[src/rtl/ctmr_pkg.sv]
package ctmr_pkg;
  typedef enum logic [1:0] {
    MODE_SPLIT    = 2'd0,
    MODE_MIXED    = 2'd1,
    MODE_CASC_TMR = 2'd2,
    MODE_CASC_CNT = 2'd3
  } ctmr_mode_e;

  localparam int CTMR_ADDR_W = 3;
  localparam int CTMR_N_CAP  = 2;

  localparam logic [CTMR_ADDR_W-1:0] WA_CTRL   = 3'd0;
  localparam logic [CTMR_ADDR_W-1:0] WA_RELOAD = 3'd1;
  localparam logic [CTMR_ADDR_W-1:0] WA_MLO    = 3'd2;
  localparam logic [CTMR_ADDR_W-1:0] WA_MHI    = 3'd3;
  localparam logic [CTMR_ADDR_W-1:0] WA_FCLR   = 3'd4;

  localparam logic [CTMR_ADDR_W-1:0] RA_CNT_LO  = 3'd0;
  localparam logic [CTMR_ADDR_W-1:0] RA_CNT_HI  = 3'd1;
  localparam logic [CTMR_ADDR_W-1:0] RA_CAP0_LO = 3'd2;
  localparam logic [CTMR_ADDR_W-1:0] RA_CAP0_HI = 3'd3;
  localparam logic [CTMR_ADDR_W-1:0] RA_CAP1_LO = 3'd4;
  localparam logic [CTMR_ADDR_W-1:0] RA_CAP1_HI = 3'd5;
  localparam logic [CTMR_ADDR_W-1:0] RA_FLAGS   = 3'd6;
  localparam logic [CTMR_ADDR_W-1:0] RA_CTRL    = 3'd7;
endpackage

[src/rtl/ctmr_edge_sync.sv]
module ctmr_edge_sync #(
  parameter int STAGES = 2
) (
  input  logic clk,
  input  logic rst,
  input  logic din,
  output logic rise
);
  localparam int SH_W = STAGES + 1;
  logic [SH_W-1:0] sh;

  always_ff @(posedge clk) begin
    if (rst) sh <= '0;
    else     sh <= {sh[SH_W-2:0], din};
  end

  assign rise = sh[STAGES-1] & ~sh[STAGES];
endmodule

[src/rtl/ctmr_prescaler.sv]
module ctmr_prescaler #(
  parameter int W = 8
) (
  input  logic         clk,
  input  logic         rst,
  input  logic         run,
  input  logic         clr,
  input  logic [W-1:0] reload,
  output logic         tick
);
  logic [W-1:0] phase;

  assign tick = run && (phase == reload);

  always_ff @(posedge clk) begin
    if (rst || clr || !run) phase <= '0;
    else if (tick)          phase <= '0;
    else                    phase <= phase + 1'b1;
  end
endmodule

[src/rtl/ctmr_half.sv]
module ctmr_half #(
  parameter int W = 8
) (
  input  logic         clk,
  input  logic         rst,
  input  logic         clr,
  input  logic         step,
  input  logic         wrap,
  output logic [W-1:0] cnt
);
  always_ff @(posedge clk) begin
    if (rst || clr) cnt <= '0;
    else if (step)  cnt <= wrap ? '0 : cnt + 1'b1;
  end
endmodule

[src/rtl/ctmr_capture.sv]
module ctmr_capture #(
  parameter int W = 16
) (
  input  logic         clk,
  input  logic         rst,
  input  logic         trig,
  input  logic [W-1:0] src,
  output logic [W-1:0] val
);
  always_ff @(posedge clk) begin
    if (rst)       val <= '0;
    else if (trig) val <= src;
  end
endmodule

[src/rtl/capture_timer.sv]
module capture_timer
  import ctmr_pkg::*;
#(
  parameter int HALF_W      = 8,
  parameter int PRE_W       = 8,
  parameter int SYNC_STAGES = 2
) (
  input  logic                   clk,
  input  logic                   rst,
  input  logic                   wr_en,
  input  logic [CTMR_ADDR_W-1:0] wr_addr,
  input  logic [HALF_W-1:0]      wr_data,
  input  logic [CTMR_ADDR_W-1:0] rd_addr,
  output logic [HALF_W-1:0]      rd_data,
  input  logic                   ext_evt,
  input  logic [CTMR_N_CAP-1:0]  cap_trig,
  output logic                   irq_lo,
  output logic                   irq_hi
);
  localparam int FULL_W = 2 * HALF_W;
  localparam logic [HALF_W-1:0] HALF_ONES = {HALF_W{1'b1}};

  ctmr_mode_e        mode_q;
  logic              en_lo_q, en_hi_q;
  logic [PRE_W-1:0]  reload_q;
  logic [HALF_W-1:0] mlo_q, mhi_q;

  logic [HALF_W-1:0] cnt_lo, cnt_hi;
  logic [CTMR_N_CAP-1:0][FULL_W-1:0] cap_val;
  logic [CTMR_N_CAP-1:0] cap_rise;
  logic ext_rise, tick;

  logic mode_chg, ctrl_wr, fclr_wr;
  logic cascaded, pre_run;
  logic lo_step, lo_wrap, hi_step, hi_wrap;
  logic full_hit, casc_ev;

  // ---------------- register writes ----------------
  assign ctrl_wr  = wr_en && (wr_addr == WA_CTRL);
  assign fclr_wr  = wr_en && (wr_addr == WA_FCLR);
  assign mode_chg = ctrl_wr && (ctmr_mode_e'(wr_data[1:0]) != mode_q);

  always_ff @(posedge clk) begin
    if (rst) begin
      mode_q   <= MODE_SPLIT;
      en_lo_q  <= 1'b0;
      en_hi_q  <= 1'b0;
      reload_q <= '0;
      mlo_q    <= HALF_ONES;
      mhi_q    <= HALF_ONES;
    end else if (wr_en) begin
      case (wr_addr)
        WA_CTRL: begin
          mode_q  <= ctmr_mode_e'(wr_data[1:0]);
          en_lo_q <= wr_data[2];
          en_hi_q <= wr_data[3];
        end
        WA_RELOAD: reload_q <= wr_data[PRE_W-1:0];
        WA_MLO:    mlo_q    <= wr_data;
        WA_MHI:    mhi_q    <= wr_data;
        default: ;
      endcase
    end
  end

  // ---------------- input conditioning ----------------
  ctmr_edge_sync #(.STAGES(SYNC_STAGES)) u_sync_ext (
    .clk(clk), .rst(rst), .din(ext_evt), .rise(ext_rise)
  );

  for (genvar gi = 0; gi < CTMR_N_CAP; gi++) begin : g_cap
    ctmr_edge_sync #(.STAGES(SYNC_STAGES)) u_sync_cap (
      .clk(clk), .rst(rst), .din(cap_trig[gi]), .rise(cap_rise[gi])
    );
    ctmr_capture #(.W(FULL_W)) u_cap (
      .clk(clk), .rst(rst), .trig(cap_rise[gi]),
      .src({cnt_hi, cnt_lo}), .val(cap_val[gi])
    );
  end

  // ---------------- prescaler ----------------
  assign cascaded = mode_q[1];
  assign pre_run  = en_lo_q && (mode_q != MODE_CASC_CNT);

  ctmr_prescaler #(.W(PRE_W)) u_pre (
    .clk(clk), .rst(rst), .run(pre_run), .clr(mode_chg),
    .reload(reload_q), .tick(tick)
  );

  // ---------------- counting control ----------------
  assign full_hit = ({cnt_hi, cnt_lo} == {mhi_q, mlo_q});
  assign casc_ev  = en_lo_q && ((mode_q == MODE_CASC_TMR) ? tick : ext_rise);

  always_comb begin
    if (cascaded) begin
      lo_step = casc_ev && !mode_chg;
      lo_wrap = full_hit;
      hi_step = lo_step && (full_hit || (cnt_lo == HALF_ONES));
      hi_wrap = full_hit;
    end else begin
      lo_step = tick && !mode_chg;
      lo_wrap = (cnt_lo == mlo_q);
      hi_step = (mode_q == MODE_MIXED) && en_hi_q && ext_rise && !mode_chg;
      hi_wrap = (cnt_hi == mhi_q);
    end
  end

  ctmr_half #(.W(HALF_W)) u_lo (
    .clk(clk), .rst(rst), .clr(mode_chg),
    .step(lo_step), .wrap(lo_wrap), .cnt(cnt_lo)
  );

  ctmr_half #(.W(HALF_W)) u_hi (
    .clk(clk), .rst(rst), .clr(mode_chg),
    .step(hi_step), .wrap(hi_wrap), .cnt(cnt_hi)
  );

  // ---------------- sticky flags ----------------
  always_ff @(posedge clk) begin
    if (rst) begin
      irq_lo <= 1'b0;
      irq_hi <= 1'b0;
    end else begin
      irq_lo <= (lo_step && lo_wrap && !cascaded) ||
                (irq_lo && !(fclr_wr && wr_data[0]));
      irq_hi <= (hi_step && hi_wrap) ||
                (irq_hi && !(fclr_wr && wr_data[1]));
    end
  end

  // ---------------- read port ----------------
  always_comb begin
    case (rd_addr)
      RA_CNT_LO:  rd_data = cnt_lo;
      RA_CNT_HI:  rd_data = cnt_hi;
      RA_CAP0_LO: rd_data = cap_val[0][HALF_W-1:0];
      RA_CAP0_HI: rd_data = cap_val[0][FULL_W-1:HALF_W];
      RA_CAP1_LO: rd_data = cap_val[1][HALF_W-1:0];
      RA_CAP1_HI: rd_data = cap_val[1][FULL_W-1:HALF_W];
      RA_FLAGS:   rd_data = {{(HALF_W-2){1'b0}}, irq_hi, irq_lo};
      RA_CTRL:    rd_data = {{(HALF_W-4){1'b0}}, en_hi_q, en_lo_q, mode_q};
      default:    rd_data = '0;
    endcase
  end
endmodule

[config.mk]
export PLATFORM = sky130hd
export DESIGN_NAME = capture_timer
export DESIGN_NICKNAME = d
export VERILOG_FILES = /design/src/rtl/ctmr_pkg.sv /design/src/rtl/ctmr_edge_sync.sv /design/src/rtl/ctmr_prescaler.sv /design/src/rtl/ctmr_half.sv /design/src/rtl/ctmr_capture.sv /design/src/rtl/capture_timer.sv
export SDC_FILE = /design/constraint.sdc
export NUM_CORES = 1
export LEC_CHECK = 0
export BUFFER_PORTS_ARGS = -buffer_cell sky130_fd_sc_hd__buf_2
export CAP_MARGIN = 20
export CORE_ASPECT_RATIO = 0.7
export CORE_UTILIZATION = 45
export DETAILED_ROUTE_END_ITERATION = 6
export PLACE_DENSITY = 0.74
export REMOVE_ABC_BUFFERS = 1
export SETUP_SLACK_MARGIN = 0.3
export SLEW_MARGIN = 25
export SYNTH_ARGS = -nofsm -noshare
export SYNTH_HDL_FRONTEND = slang
export SYNTH_SLANG_ARGS = --single-unit
export TNS_END_PERCENT = 10
[constraint.sdc]
create_clock -name clk -period 8.5 [get_ports clk]
set_input_delay 2.55 -clock clk [delete_from_list [all_inputs] [get_ports clk]]
set_output_delay 2.55 -clock clk [all_outputs]
set_load 0.05 [all_outputs]
==> results.py, run 1 <==
metrics = {
    "sta": {
        "fin_worst_skew_ns": 0.0143,
        "hold_violations": 0,
        "setup_tns_ns": 0,
        "min_period_over_period_pct": 81.1,
        "maxSlewHeadroom_pct": 38.1,
        "slew_viol_final": 0,
        "finalSetupViolCount": 0,
        "tightest_slew_ns": 0.925,
        "rsz0062_at_grt": "no",
        "layout_setup_ws_ns": 1.61,
        "max_freq_mhz": 145,
        "fin_crit_ns": 6.89,
    },
    "global_routing": {
        "grt_max_degree": 74,
        "antenna_found_initial": 0,
        "grt_pass1_wl_um": 18700,
        "grt_pass1_vias": 3470,
        "grt_usage_pct": 23.3,
        "grt.overflow.total": 0,
    },
    "clock_network": {
        "clk_latency_ns": 0.35,
        "cts.sinks": 95,
        "cts_resized": 0,
        "holdBufCountCts": 0,
        "path_clk_slew_ns": 0.07,
        "htree_levels": 3,
        "cts-root-buf": "clkbuf_16",
        "post-cts-setup-buffer-count": 0,
        "clockBufferDepth": 2,
        "numCtsBuffers": 9,
        "cts_tree": "yes",
    },
    "critical_path": {
        "crit_arrival_ns": 4.34,
        "slowest_delay_ns": 0.53,
        "path_cells": "buf_2, inv_1, nor2_1, a22oi_1, a31oi_1, nor2_1, a41oi_1, buf_2",
        "r2r_cells": 6,
        "r2r_start": "u_lo.cnt[3]",
        "crit_buf_inv": 3,
        "critical_path.top_delay_family": "buffers and inverters",
        "path_max_fanout": 14,
        "end_kind": "output port",
        "cp_slowest_cell": "nor2_1",
        "start_kind": "primary input",
        "worstSetupPathType": "in2out",
        "crit_required_ns": 5.95,
        "regToRegSetupSlack_ns": 5.91,
        "rr_endpoint": "u_lo.cnt[2]",
    },
    "place": {
        "gp_congestion": 0.894,
        "post-place-ws_ns": 1.67,
        "dp_hpwl_um": 8090,
        "io_buffers": 29,
        "placed_cell_area_sq_um": 4750,
    },
    "synthesis": {
        "synth_seq_cells": 95,
        "synth-async-reset-ratio_pct": 0,
        "syn_area_per_cell_sq_um": 8.48,
        "ys_types": 56,
        "synth-edff-count": 0,
        "synth_cells": 543,
        "syn_area_sq_um": 4600,
        "yosysSeqAreaShare_pct": 41.3,
        "synth_flop_cell": "dfxtp_1",
        "yosysWarningCount": 0,
    },
    "cells_and_area": {
        "mostFrequentLayoutCell": "nand2_1",
        "fillerInstances": 895,
        "area_growth_pct": 9.65,
        "diodes": 0,
        "drive_gt1_share_pct": 12.6,
        "final_util_pct": 51.5,
        "post-route-cell-area_sq_um": 5050,
        "final_cell_mix": "nand2_1, dfxtp_1, a21oi_1",
        "num-nets-final": 567,
    },
    "status": {
        "status": "complete, no violations",
    },
    "worst_hold_path": {
        "whs_path_depth": 1,
        "holdPathEnd": "g_cap[1].u_sync_cap.sh[1]",
        "holdCritStartpoint": "g_cap[1].u_sync_cap.sh[0]",
        "hp-class": "reg2reg",
    },
    "floorplan": {
        "top_level_ports": 30,
        "num_rows": 30,
        "dieArea_sq_um": 10600,
        "die_x_um": 123,
        "die_y_um": 86.6,
        "core_area_sq_um": 9800,
        "start_util_pct": 47.0,
    },
    "power": {
        "total_power_uw": 927,
        "p_per_area_nw_per_um2": 184,
        "peakVddDrop_mv": 0.139,
        "p_leak_nw": 1.84,
    },
    "drt": {
        "wire_per_inst_um": 16.8,
        "drt_first_pass_iters": 5,
        "vias": 3855,
        "drc": 0,
        "routed_via_density": 5.69,
        "drtAntennaViolNets": 0,
        "drt-total-wl_um": 11400,
        "drtIter0Drc": 313,
    },
    "job": {
        "maxCapViolCount": 0,
    },
}
==> Yosys cell counts, types with 2 or more instances <==
master / instances / area (sq um)
nand2_1: 118 / 443
dfxtp_1: 95 / 1900
a21oi_1: 46 / 230
nor2_1: 36 / 135
clkbuf_1: 26 / 97.6
nand3b_1: 19 / 143
xor2_1: 19 / 166
mux2i_1: 14 / 140
nor2b_1: 14 / 87.6
a32o_1: 12 / 120
and3_1: 12 / 75.1
o21ai_0: 12 / 60.1
xnor2_1: 12 / 105
buf_2: 10 / 50.1
nor3b_1: 10 / 75.1
nand3_1: 9 / 45.0
inv_1: 6 / 22.5
nand4_1: 5 / 31.3
mux4_2: 4 / 90.1
o22ai_1: 4 / 25.0
a221oi_1: 3 / 26.3
a31oi_1: 3 / 18.8
ha_1: 3 / 37.5
mux2_2: 3 / 33.8
nand2b_1: 3 / 18.8
nor3_1: 3 / 15.0
nor4_1: 3 / 18.8
o211ai_1: 3 / 22.5
or2_2: 3 / 18.8
a22oi_1: 2 / 15.0
and3b_1: 2 / 17.5
buf_1: 2 / 7.51
buf_6: 2 / 22.5
nor4b_4: 2 / 47.6
o21a_1: 2 / 15.0
==> where the power goes <==
| part | internal (mW) | switching, mW | leakage (nW) |
|---|---|---|---|
| Clock | 0.231 | 0.180 | 0.148 |
| Sequential | 0.451 | 0.00406 | 0.769 |
| Combinational | 0.0188 | 0.0423 | 0.920 |
==> routing by layer <==
| metal | global-route usage, % | up-vias | part of all wire [%] |
|---|---|---|---|
| li1 | - | 1880 | - |
| met1 | 35.1 | 1852 | 50 |
| met2 | 31.5 | 107 | 42 |
| met3 | 6.58 | 16 | 5.9 |
| met4 | 7.43 | 0 | 1.6 |
| met5 | 0 | - | 0 |
==> registers in the layout, indices dropped and copies added, names as in the netlist <==
name / flops
g_cap.u_cap.val: 32
mhi_q: 8
mlo_q: 8
reload_q: 8
u_hi.cnt: 8
u_lo.cnt: 8
u_pre.phase: 8
g_cap.u_sync_cap.sh: 6
u_sync_ext.sh: 3
mode_q: 2
en_hi_q: 1
en_lo_q: 1
irq_hi: 1
irq_lo: 1
==> stage by stage <==
stage | std cells | hold slack, ns
floorplan | 503 | 0.414
global placement | 661 | 0.416
detailed placement | 661 | 0.425
CTS | 677 | 0.447
global route | 677 | 0.455
finish | 677 | 0.442
==> logic make-up after synthesis <==
kind of cell | synth area share, %
AOI/OAI and AO/OA | 14.5
xor gates and xnor gates | 6.25
adders and majority gates | 0.816
buffers and inverters | 4.43
DFF | 41.3
muxes | 5.74
and+or+nand+nor | 26.9
==> worst max-delay path by stage <==
stage | from | endpoint | slack (ns) | depth (start not counted)
2_1_floorplan | rd_addr[1] | rd_data[6] | 1.73 | 4
3_3_place_gp | rd_addr[1] | rd_data[2] | 1.74 | 8
3_5_place_dp | rd_addr[1] | rd_data[2] | 1.67 | 8
4_1_cts | rd_addr[1] | rd_data[2] | 1.66 | 8
5_1_grt | rd_addr[1] | rd_data[2] | 1.43 | 8
6_report | rd_addr[1] | rd_data[2] | 1.61 | 8
==> area by class of cell <==
class	count	area, sq um	area share (%)
Clock inverter	7	76.3	1.51
Timing Repair Buffer	30	153	3.02
Clock buffer	9	225	4.46
Inverter	7	26.3	0.521
Tap cell	128	160	3.17
Sequential cell	95	1900	37.7
Multi-Input combinational cell	401	2500	49.6
No activity file was read; power rests on OpenSTA's default activity.
==> inputs of run 2 (changes only) <==
- clock period: 8.5 -> 6.4 ns (I/O delays scaled with it)
==> run 2 against run 1 <==
  * Utilization is 0.13 points lower
  * Non-clock buffer count is 1 higher
  * Clock-buffer cell count is 2 higher
  * Combinational power is 33% higher
  * Critical endpoint unchanged
  * First-iteration DRC count is 3.2% lower
  * Global-route usage is 1.2 points lower
  * Sequential power is 33% higher
  * Total power is 29% higher
==> results.py, run 2 (synthesis gave the netlist of run 1 again) <==
metrics = {
    "status": {
        "status": "complete, no violations",
    },
    "critical_path": {
        "end_kind": "output port",
        "crit_arrival_ns": 3.51,
        "start_kind": "primary input",
        "path_max_fanout": 14,
        "slowest_delay_ns": 0.28,
        "crit_buf_inv": 4,
        "crit_required_ns": 4.48,
        "cp_slowest_cell": "buf_2",
        "critical_path.top_delay_family": "buffers and inverters",
        "worstSetupPathType": "in2out",
        "path_cells": "buf_2, inv_1, nor2_1, buf_4, a22oi_1, a31oi_1, nor2_1, a41oi_1, buf_2",
    },
    "floorplan": {
        "die_y_um": 86.6,
        "top_level_ports": 30,
        "dieArea_sq_um": 10600,
        "core_area_sq_um": 9800,
        "num_rows": 30,
        "start_util_pct": 47.0,
        "die_x_um": 123,
    },
    "sta": {
        "slew_viol_final": 0,
        "maxSlewHeadroom_pct": 41.8,
        "tightest_slew_ns": 0.869,
        "finalSetupViolCount": 0,
        "fin_crit_ns": 5.43,
        "setup_tns_ns": 0,
        "max_freq_mhz": 184,
        "rsz0062_at_grt": "no",
        "fin_worst_skew_ns": 0.0102,
        "min_period_over_period_pct": 84.8,
        "hold_violations": 0,
    },
    "worst_hold_path": {
        "hp-class": "reg2reg",
    },
    "cells_and_area": {
        "num-nets-final": 568,
        "drive_gt1_share_pct": 12.5,
        "post-route-cell-area_sq_um": 5030,
        "final_cell_mix": "nand2_1, dfxtp_1, a21oi_1",
        "area_growth_pct": 9.38,
        "diodes": 0,
        "mostFrequentLayoutCell": "nand2_1",
        "largest_register_ffs": 32,
        "final_util_pct": 51.4,
        "largest-register": "g_cap.u_cap.val",
    },
    "power": {
        "p_comb_share_pct": 6.8,
        "netSwitchingPower_uw": 289,
        "switching_share_pct": 24.2,
        "peakVddDrop_mv": 0.109,
        "p_leak_nw": 1.84,
        "p_seq_share_pct": 50.7,
        "clockPowerShare_pct": 42.5,
        "p_int_uw": 902,
        "total_power_mw": 1.19,
        "p_per_area_nw_per_um2": 237,
    },
    "clock_network": {
        "path_clk_slew_ns": 0.07,
        "clockBufferDepth": 2,
        "cts_resized": 0,
        "post-cts-setup-buffer-count": 0,
        "htree_levels": 3,
        "cts.sinks": 95,
        "cts-root-buf": "clkbuf_16",
        "clk_latency_ns": 0.34,
        "holdBufCountCts": 0,
        "numCtsBuffers": 9,
        "cts_tree": "yes",
    },
    "place": {
        "dp_hpwl_um": 7840,
        "gp_congestion": 0.870,
        "placed_cell_area_sq_um": 4750,
        "io_buffers": 29,
    },
    "drt": {
        "wire_per_inst_um": 16.2,
        "drc": 0,
        "drt_first_pass_iters": 5,
        "routed_via_density": 5.70,
        "drt-total-wl_um": 11000,
        "vias": 3867,
        "drtAntennaViolNets": 0,
        "drtIter0Drc": 303,
    },
    "global_routing": {
        "grt_usage_pct": 22.2,
        "antenna_found_initial": 0,
        "grt.overflow.total": 0,
        "grt_pass1_vias": 3517,
        "grt_pass1_wl_um": 18100,
        "grt_max_degree": 74,
    },
    "job": {
        "maxCapViolCount": 0,
    },
}
run 2: cell types whose count changed in the layout (fill, tap and decap cells not counted), sizes merged:
cell | before | now
buf | 30 | 31
bufinv | 1 | 0
clkbuf | 9 | 11
clkinvlp | 1 | 0
run 2: cell type report:
cell class	count	area, sq um
tap	128	160
sequential	95	1900
multi-input combinational	401	2500
fill	904	4760
clock buffer	11	243
timing repair buffer	31	160
inverter	7	26.3
clock inverter	5	38.8
run 2: path summary, 6_finish.rpt:
kind / end / slack [ns] / from / cells past startpoint
hold / removal: g_cap[0].u_sync_cap.sh[1] / 0.44 / g_cap[0].u_sync_cap.sh[0] / 1
setup reg to reg: u_lo.cnt[2] / 3.78 / u_lo.cnt[3] / 6
hold reg to reg: g_cap[0].u_sync_cap.sh[1] / 0.44 / g_cap[0].u_sync_cap.sh[0] / 1
setup / recovery: rd_data[2] / 0.97 / rd_addr[1] / 9
run 2: routing by layer:
| layer | GRT usage (%) | share of wire [%] |
|---|---|---|
| met4 | 7.87 | 1.7 |
| met1 | 32.7 | 50 |
| met5 | 0 | 0 |
| met3 | 4.80 | 5.3 |
| met2 | 31.5 | 43 |
run 2: per-stage QoR:
step	hold slack [ns]	setup WS, ns	std cells
after CTS	0.443	0.972	678
final	0.439	0.971	678
after global routing	0.464	0.814	678
after global placement	0.416	1.05	662
after detailed placement	0.427	0.974	662
after floorplan	0.414	0.894	503
run 2: power by group through the flow:
| stage | clock network (mW) | logic [mW] | registers (mW) |
|---|---|---|---|
| after global placement | 0 | 0.0783 | 0.617 |
| after floorplan | 0 | 0.0451 | 0.616 |
| after global routing | 0.541 | 0.0878 | 0.604 |
| final | 0.506 | 0.0814 | 0.604 |
| after CTS | 0.515 | 0.0807 | 0.604 |
| after detailed placement | 0 | 0.0804 | 0.617 |
==> inputs of run 3 (changes only) <==
- ABC_AREA: unset -> 1
- PLACE_DENSITY: 0.74 -> 0.77
- clock period: 6.4 -> 4.5 ns (I/O delays scaled with it)
==> run 3 against run 2 <==
  * Cell area is 1.1% lower
  * Area after synthesis shrank 4.1%
  * Non-clock buffer count rose by 7
  * Clock skew shrank 0.0042 ns
  * Worst hold slack worse by 0.036 ns
  * Utilization up 2.2 points
  * Total power grew 45%
  * Synthesized cell count increased by 13%
  * Critical path type unchanged
  * Critical endpoint is now rd_data[0]
  * Highest routed layer unchanged
==> results.py, run 3 <==
metrics = {
    "cells_and_area": {
        "largest_register_ffs": 32,
        "area_growth_pct": 12.7,
        "num-nets-final": 668,
        "drive_gt1_share_pct": 15.1,
        "final_cell_mix": "nand2_1, dfxtp_1, nor2_1",
        "post-route-cell-area_sq_um": 4980,
        "final_util_pct": 53.6,
        "fillerInstances": 920,
        "diodes": 0,
        "largest-register": "g_cap.u_cap.val",
        "mostFrequentLayoutCell": "nand2_1",
    },
    "critical_path": {
        "cp_slowest_cell": "buf_2",
        "crit_buf_inv": 3,
        "r2r_start": "mode_q[1]",
        "crit_arrival_ns": 2.66,
        "worstSetupPathType": "in2out",
        "rr_endpoint": "u_pre.phase[3]",
        "r2r_cells": 8,
        "slowest_delay_ns": 0.31,
        "crit_required_ns": 3.15,
        "start_kind": "primary input",
        "critical_path.top_delay_family": "buffers and inverters",
        "regToRegSetupSlack_ns": 2.42,
        "path_cells": "buf_2, inv_1, nand3_1, nor2_1, a221oi_1, o211ai_1, buf_2",
        "end_kind": "output port",
        "cpMostUsedCell": "buf_2",
        "path_max_fanout": 8,
    },
    "synthesis": {
        "yosys.cell_count.top_type": "nand2_1",
        "synth_seq_cells": 95,
        "ys_types": 34,
        "syn_area_sq_um": 4420,
        "synth_top_area_share_pct": 43.1,
        "synth_cells": 614,
        "synth-edff-count": 0,
        "yosysSeqAreaShare_pct": 43.1,
        "synth-async-reset-ratio_pct": 0,
        "netlist_top_cells_area": "dfxtp_1, nand2_1, o21ai_0",
        "synth_common_cells": "nand2_1, dfxtp_1, nor2_1",
        "netlist.top_cell.by_area": "dfxtp_1",
        "yosysWarningCount": 0,
        "synth_flop_cell": "dfxtp_1",
        "syn_area_per_cell_sq_um": 7.19,
    },
    "floorplan": {
        "dieArea_sq_um": 10200,
        "core_area_sq_um": 9290,
        "top_level_ports": 30,
        "start_util_pct": 47.5,
        "die_x_um": 120,
        "die_y_um": 84.9,
        "num_rows": 29,
    },
    "drt": {
        "vias": 4242,
        "wire_per_inst_um": 15.2,
        "drt_first_pass_iters": 5,
        "drt-total-wl_um": 11800,
        "drtIter0Drc": 477,
        "routed_via_density": 5.48,
        "drc": 0,
        "drtAntennaViolNets": 0,
    },
    "sta": {
        "finalSetupViolCount": 0,
        "tightest_slew_ns": 0.590,
        "slew_viol_final": 0,
        "layout_setup_ws_ns": 0.494,
        "hold_violations": 0,
        "fin_crit_ns": 4.01,
        "setup_tns_ns": 0,
        "rsz0062_at_grt": "no",
        "min_period_over_period_pct": 89.0,
        "whs_ns": 0.403,
        "max_freq_mhz": 250,
        "fin_worst_skew_ns": 0.00599,
        "maxSlewHeadroom_pct": 60.6,
    },
    "worst_hold_path": {
        "holdCritStartpoint": "g_cap[0].u_sync_cap.sh[0]",
        "holdPathEnd": "g_cap[0].u_sync_cap.sh[1]",
        "hp-class": "reg2reg",
        "whs_path_depth": 2,
    },
    "place": {
        "gp_congestion": 0.905,
        "placed_cell_area_sq_um": 4700,
        "io_buffers": 29,
        "dp_hpwl_um": 8570,
        "post-place-ws_ns": 0.372,
    },
    "global_routing": {
        "grt.overflow.total": 0,
        "grt_usage_pct": 24.5,
        "grt_pass1_wl_um": 19200,
        "antenna_found_initial": 0,
        "grt_pass1_vias": 3859,
        "grt_max_degree": 53,
    },
    "clock_network": {
        "cts-root-buf": "clkbuf_16",
        "cts.sinks": 95,
        "htree_levels": 3,
        "clockBufferDepth": 2,
        "clk_latency_ns": 0.35,
        "numCtsBuffers": 9,
        "post-cts-setup-buffer-count": 0,
        "holdBufCountCts": 0,
        "path_clk_slew_ns": 0.06,
        "cts_tree": "yes",
    },
    "job": {
        "maxCapViolCount": 0,
    },
    "power": {
        "peakVddDrop_mv": 0.182,
        "p_leak_nw": 2.10,
        "p_per_area_nw_per_um2": 347,
    },
    "status": {
        "status": "complete, no violations",
    },
}
-- run 3: final cells by class --
| type | instances | area (sq um) | share of cell area (%) |
|---|---|---|---|
| clock buffers | 10 | 239 | 4.80 |
| clock inverters | 6 | 36.3 | 0.729 |
| inverters | 80 | 300 | 6.03 |
| multi-input cells | 421 | 2130 | 42.8 |
| flip-flops and latches | 95 | 1900 | 38.2 |
| well taps | 124 | 155 | 3.12 |
| repair buffers | 38 | 213 | 4.27 |
-- run 3: how the worst max path moves through the flow --
stage / startpoint / to / slack (ns) / depth (start not counted)
finish: rd_addr[0] / rd_data[0] / 0.49 / 7
global route: rd_addr[0] / rd_data[0] / 0.39 / 7
CTS: rd_addr[2] / rd_data[5] / 0.37 / 7
detailed placement: rd_addr[2] / rd_data[5] / 0.37 / 7
global placement: rd_addr[2] / rd_data[1] / 0.46 / 7
floorplan: rd_addr[0] / rd_data[0] / 0.59 / 4
-- run 3: logic make-up after synthesis --
| group | synth area share, % |
|---|---|
| AOI/OAI and AO/OA | 21.6 |
| xor gates and xnor gates | 1.98 |
| adders and majority gates | 0.850 |
| buffers and inverters | 8.70 |
| DFF | 43.1 |
| and+or+nand+nor | 23.7 |
-- run 3: tightest hold or removal path, stage by stage, from the launching register on --
cell and delay, ns:
dfxtp_1 0.30, inv_1 0.04, nor2_1 0.03
-- run 3: metal layers --
metal	GRT usage (%)	part of all wire, %
met5	0	0
met4	7.74	1.5
met3	7.19	8.9
met2	35.0	42
met1	35.4	48
-- run 3: power breakdown --
group	switching [mW]	internal [mW]	total, mW
Clock	0.321	0.386	0.707
Sequential	0.0169	0.869	0.886
Combinational	0.0922	0.0410	0.133
Total	0.430	1.30	1.73
-- run 3: repair_timing --
action	CTS	global route
setup endpoints to repair	0	7
gates resized for setup	0	1
endpoints found under the hold margin	0	0
-- run 3: metrics by stage --
stage,total power [mW],cells
global route,1.80,774
global placement,1.03,758
floorplan,0.983,596
CTS,1.73,774
detailed placement,1.03,758
finish,1.73,774
